File: src/rtl/fd_pkg.sv
package fd_pkg;
    localparam int HPOL_BIT    = 0;
    localparam int VPOL_BIT    = 1;
    localparam int RGBPOL_BIT  = 2;
    localparam int AUX0POL_BIT = 4;
    localparam int AUX1POL_BIT = 5;
    localparam int DOTSEL_BIT  = 6;
    localparam int CTRL_W      = 7;
    localparam logic [CTRL_W-1:0] CTRL_RESET = 7'b000_0000;
    localparam logic [CTRL_W-1:0] CTRL_WMASK = 7'b111_0111;
endpackage

File: src/rtl/fd_sync_edge.sv
module fd_sync_edge #(
    parameter int N = 2
) (
    input  logic         clk,
    input  logic         rst_n,
    input  logic [N-1:0] raw,
    input  logic [N-1:0] pol_low,
    output logic [N-1:0] lead,
    output logic [N-1:0] trail
);
    typedef struct packed {
        logic [N-1:0] s1;
        logic [N-1:0] s2;
        logic [N-1:0] act;
    } st_t;

    st_t st_d, st_q;
    logic [N-1:0] norm;

    always_comb begin
        norm      = st_q.s2 ^ pol_low;
        st_d      = st_q;
        st_d.s1   = raw;
        st_d.s2   = st_q.s1;
        st_d.act  = norm;
    end

    always_ff @(posedge clk or negedge rst_n) begin
        if (!rst_n) st_q <= '0;
        else        st_q <= st_d;
    end

    for (genvar i = 0; i < N; i++) begin : g_edge
        assign lead[i]  =  norm[i] & ~st_q.act[i];
        assign trail[i] = ~norm[i] &  st_q.act[i];
    end
endmodule

File: src/rtl/fd_interval.sv
module fd_interval #(
    parameter int CNT_W = 12
) (
    input  logic             clk,
    input  logic             rst_n,
    input  logic             hs_lead,
    input  logic             vs_lead,
    input  logic             vs_trail,
    output logic [CNT_W-1:0] meas_cnt,
    output logic             field_odd
);
    localparam logic [CNT_W-1:0] CNT_MAX = '1;

    typedef struct packed {
        logic [CNT_W-1:0] cnt;
        logic [CNT_W-1:0] stored;
        logic             pending;
        logic             flag;
    } st_t;

    st_t st_d, st_q;

    always_comb begin
        st_d = st_q;
        if (hs_lead)
            st_d.cnt = '0;
        else if (st_q.cnt != CNT_MAX)
            st_d.cnt = st_q.cnt + 1'b1;

        if (vs_lead) begin
            st_d.stored = st_q.cnt;
            if (st_q.cnt > st_q.stored)
                st_d.pending = 1'b0;
            else if (st_q.cnt < st_q.stored)
                st_d.pending = 1'b1;
            else
                st_d.pending = st_q.flag;
        end

        if (vs_trail)
            st_d.flag = st_q.pending;
    end

    always_ff @(posedge clk or negedge rst_n) begin
        if (!rst_n) begin
            st_q.cnt     <= '0;
            st_q.stored  <= '0;
            st_q.pending <= 1'b1;
            st_q.flag    <= 1'b1;
        end else begin
            st_q <= st_d;
        end
    end

    assign meas_cnt  = st_q.cnt;
    assign field_odd = st_q.flag;
endmodule

File: src/rtl/fd_ctrl_reg.sv
module fd_ctrl_reg
    import fd_pkg::*;
(
    input  logic              clk,
    input  logic              rst_n,
    input  logic              we,
    input  logic [7:0]        wdata,
    output logic [CTRL_W-1:0] ctrl
);
    typedef struct packed {
        logic [CTRL_W-1:0] bits;
    } st_t;

    st_t  st_d, st_q;
    logic unused_wdata7;

    assign unused_wdata7 = wdata[7];

    always_comb begin
        st_d = st_q;
        if (we)
            st_d.bits = wdata[CTRL_W-1:0] & CTRL_WMASK;
    end

    always_ff @(posedge clk or negedge rst_n) begin
        if (!rst_n) st_q.bits <= CTRL_RESET;
        else        st_q      <= st_d;
    end

    assign ctrl = st_q.bits;
endmodule

File: src/rtl/field_detector.sv
module field_detector
    import fd_pkg::*;
#(
    parameter int CNT_W = 12
) (
    input  logic       clk,
    input  logic       rst_n,
    input  logic       hsync_in,
    input  logic       vsync_in,
    input  logic       reg_we,
    input  logic [7:0] reg_wdata,
    output logic [7:0] reg_rdata,
    output logic       field_odd,
    output logic       dot_line,
    input  logic [2:0] rgb_in,
    output logic [2:0] rgb_out,
    input  logic [1:0] aux_in,
    output logic [1:0] aux_out
);
    localparam int NSYNC = 2;

    logic [CTRL_W-1:0] ctrl;
    logic [NSYNC-1:0]  lead, trail;
    logic              hs_lead, vs_lead, vs_trail;
    logic [CNT_W-1:0]  meas_cnt;
    logic              unused_hs_trail;

    fd_ctrl_reg u_reg (
        .clk   (clk),
        .rst_n (rst_n),
        .we    (reg_we),
        .wdata (reg_wdata),
        .ctrl  (ctrl)
    );

    fd_sync_edge #(.N(NSYNC)) u_sync (
        .clk     (clk),
        .rst_n   (rst_n),
        .raw     ({vsync_in, hsync_in}),
        .pol_low ({ctrl[VPOL_BIT], ctrl[HPOL_BIT]}),
        .lead    (lead),
        .trail   (trail)
    );

    assign hs_lead         = lead[0];
    assign vs_lead         = lead[1];
    assign vs_trail        = trail[1];
    assign unused_hs_trail = trail[0];

    fd_interval #(.CNT_W(CNT_W)) u_int (
        .clk       (clk),
        .rst_n     (rst_n),
        .hs_lead   (hs_lead),
        .vs_lead   (vs_lead),
        .vs_trail  (vs_trail),
        .meas_cnt  (meas_cnt),
        .field_odd (field_odd)
    );

    always_comb begin
        reg_rdata  = {field_odd, ctrl};
        dot_line   = field_odd ^ ctrl[DOTSEL_BIT];
        rgb_out    = rgb_in ^ {3{ctrl[RGBPOL_BIT]}};
        aux_out[0] = aux_in[0] ^ ctrl[AUX0POL_BIT];
        aux_out[1] = aux_in[1] ^ ctrl[AUX1POL_BIT];
    end
endmodule

File: config.mk
export PLATFORM = sky130hd
export DESIGN_NAME = field_detector
export DESIGN_NICKNAME = d
export VERILOG_FILES = /design/src/rtl/fd_pkg.sv /design/src/rtl/fd_sync_edge.sv /design/src/rtl/fd_interval.sv /design/src/rtl/fd_ctrl_reg.sv /design/src/rtl/field_detector.sv
export SDC_FILE = /design/constraint.sdc
export NUM_CORES = 1
export LEC_CHECK = 0
export ABC_AREA = 1
export BUFFER_PORTS_ARGS = -buffer_cell sky130_fd_sc_hd__buf_2
export CORE_ASPECT_RATIO = 0.75
export CORE_UTILIZATION = 56
export DETAILED_ROUTE_END_ITERATION = 6
export PLACE_DENSITY = 0.9
export RECOVER_POWER = 100
export SYNTH_ARGS = -nofsm -noshare
export SYNTH_HDL_FRONTEND = slang
export SYNTH_SLANG_ARGS = --single-unit
File: constraint.sdc
create_clock -name clk -period 1.86 [get_ports clk]
set_input_delay 0.093 -clock clk [delete_from_list [all_inputs] [get_ports clk]]
set_output_delay 0.093 -clock clk [all_outputs]
set_load 0.03 [all_outputs]
==> results.sh <==
export IMPL_grt_max_degree=39
export IMPL_worstMarginPinSlew_ns=0.908
export IMPL_final_core_util=0.677
export IMPL_drt_total_wl_um=4170
export IMPL_cts_sinks=38
export IMPL_start_kind="register"
export IMPL_leakage_nw=1.16
export IMPL_io_pins=33
export IMPL_totalNegativeSetupSlack_ns=0
export IMPL_post_cts_resize_count=0
export IMPL_layout_commonest_cell="nand2_1"
export IMPL_cts_root_buf="clkbuf_8"
export IMPL_grt_pass1_wl_um=7020
export IMPL_fin_crit_sh=0.899
export IMPL_antenna_found_initial=0
export IMPL_antenna_left=0
export IMPL_netlist_instances=237
export IMPL_dieArea_um2=3960
export IMPL_area_growth_pct=11.6
export IMPL_placementRows=18
export IMPL_die_y_um=54.7
export IMPL_htreeDepth=2
export IMPL_place_ws_ns=0.251
export IMPL_worstSetupPathType="reg2reg"
export IMPL_diodes=0
export IMPL_nets=302
export IMPL_first_pass_iters=4
export IMPL_initial_core_util=0.607
export IMPL_fin_crit_ns=1.67
export IMPL_synth_seq_cells=38
export IMPL_seqPwrFrac=0.433
export IMPL_clk_pin_slew_ns=0.07
export IMPL_cts_buffer_depth=2
export IMPL_relSlewSlack=0.395
export IMPL_gr_usage_all_layers=0.249
export IMPL_die_x_um=72.3
export IMPL_final_cell_mix="nand2_1 (59), dfrtp_1 (36), inv_1 (33)"
export IMPL_layout_drive_gt1_share=0.154
export IMPL_grt_overflow_total=0
export IMPL_rrSetupSlack_ns=0.19
export IMPL_wl_per_cell_um=13.0
export IMPL_p_comb_frac=0.290
export IMPL_internal_power_mw=1.60
export IMPL_slew_violations=0
export IMPL_placed_area_um2=2230
export IMPL_peakVddDrop_uv=797
export IMPL_yosys_warnings=0
export IMPL_port_buffers=29
export IMPL_routed_via_count=1632
export IMPL_gp_congestion=0.966
export IMPL_clock_power_share=0.277
export IMPL_finalInstanceArea_um2=2320
export IMPL_hp_class="in2reg"
export IMPL_fmax_mhz=598
export IMPL_arrival_ns=1.87
export IMPL_vias_per_cell=5.07
export IMPL_cts_tree="built"
export IMPL_synth_nets=268
export IMPL_synthesis_area_um2=2080
export IMPL_cap_violations=0
export IMPL_crit_required_ns=2.06
export IMPL_switchingPower_uw=888
export IMPL_worstHoldPathCells=3
export IMPL_core_area_um2=3420
export IMPL_layout_setup_ws_ns=0.187
export IMPL_synth_area_per_cell_um2=8.76
export IMPL_holdWs_ns=0.0153
export IMPL_numCtsBuffers=5
export IMPL_synth_distinct_cells=32
export IMPL_clk_latency_ns=0.29
export IMPL_p_sw_frac=0.357
export IMPL_rsz0062_at_grt="false"
export IMPL_p_per_area_nw_per_um2=1070
export IMPL_yosysSeqAreaShare=0.459
export IMPL_total_power_mw=2.48
export IMPL_finalHoldViolCount=0
export IMPL_drt_iter0_markers=125
export IMPL_post_place_cells=311
export IMPL_end_kind="register"
export IMPL_rr_worst_depth=7
export IMPL_worst_path_max_fanout=9
export IMPL_final_setup_viol_count=0
export IMPL_skew_ns=0.00389
export IMPL_dp_hpwl_um=3000
export IMPL_final_cells=322
export IMPL_drc=0
export IMPL_grt_pass1_vias=1541
export IMPL_outcome="finished, final reports clean"
## state kept, by name, summed over array words and instances (netlist names)
name,cells
u_sync.st_d,2
u_sync.st_q,4
u_reg.ctrl,6
u_int.st_q,13
u_int.field_odd,1
u_int.meas_cnt,12
## critical path, stage by stage, from the launching register on
cell and delay, ns:
dfrtp_1 0.42, ha_1 0.28, nand2_1 0.08, inv_1 0.09, nand3_2 0.13, nor2_4 0.13
nand3_2 0.19, o21ai_0 0.26
## per-layer routing
layer  share of wire  wire, um  track usage  up-vias
met4           0.012        51       0.0817        0
met1            0.45      1870        0.315      750
li1                -         -            -      821
met5               0         0            0        -
met2            0.47      1950        0.421       54
met3           0.070       294       0.0700        7
## path summary, 6_finish.rpt
| path | start | end |
|---|---|---|
| max | u_int.meas_cnt[0] | u_int.meas_cnt[1] |
| min | reg_wdata[0] | u_reg.ctrl[0] |
| max reg2reg | u_int.meas_cnt[0] | u_int.meas_cnt[1] |
| min reg2reg | u_sync.st_d[2] | u_sync.st_q[2] |
| max in group asynchronous | rst_n | u_int.st_q[10] |
| min in group asynchronous | rst_n | u_sync.st_q[1] |
## power groups by stage
stage	registers (mW)	logic [mW]	clock network (mW)
after global placement	1.08	0.707	0
after global routing	1.09	0.820	0.753
final	1.07	0.719	0.689
after floorplan	1.10	0.544	0
after CTS	1.07	0.764	0.704
after detailed placement	1.08	0.749	0
## cell type report
cell class,instances,area [um^2]
clock buffer,5,68.8
clock inverter,3,40.0
fill,285,1100
inverter,35,131
multi-input combinational,157,890
sequential,38,953
tap,50,62.6
timing repair buffer,34,173
## cell usage after synthesis (all sizes together)
cell	number	area, um^2
conb	1	3.75
ha	13	163
dfstp	2	52.6
mux2	5	56.3
nor3	5	25.0
nor2	16	70.1
buf	6	62.6
clkbuf	1	3.75
a21oi	7	38.8
nand2	60	230
or2	3	18.8
a31oi	1	6.26
dfrtp	36	901
nand4	4	25.0
o21ai	19	133
o31ai	1	7.51
nand3	14	80.1
a21o	1	7.51
inv	35	131
xor2	7	61.3
## logic make-up (layout without fill, tap and decap cells)
logic type      count (synthesis)  count (layout)  share of synthesized area
compound gates                 29              29                     0.0928
xor+xnor                        7               7                     0.0295
fa+ha+maj                      13              13                     0.0783
buf+inv                        42              77                     0.0952
flops                          38              38                      0.459
mux                             5               5                     0.0271
other cells                     1               1                    0.00181
simple gates                  102             102                      0.216
## repair_timing
| item | in CTS | in global routing |
|---|---|---|
| hold buffers | 3 | 0 |
| setup buffers | 0 | 0 |
| hold endpoints to repair | 38 | 0 |
Power figures use the tool's default switching activity.
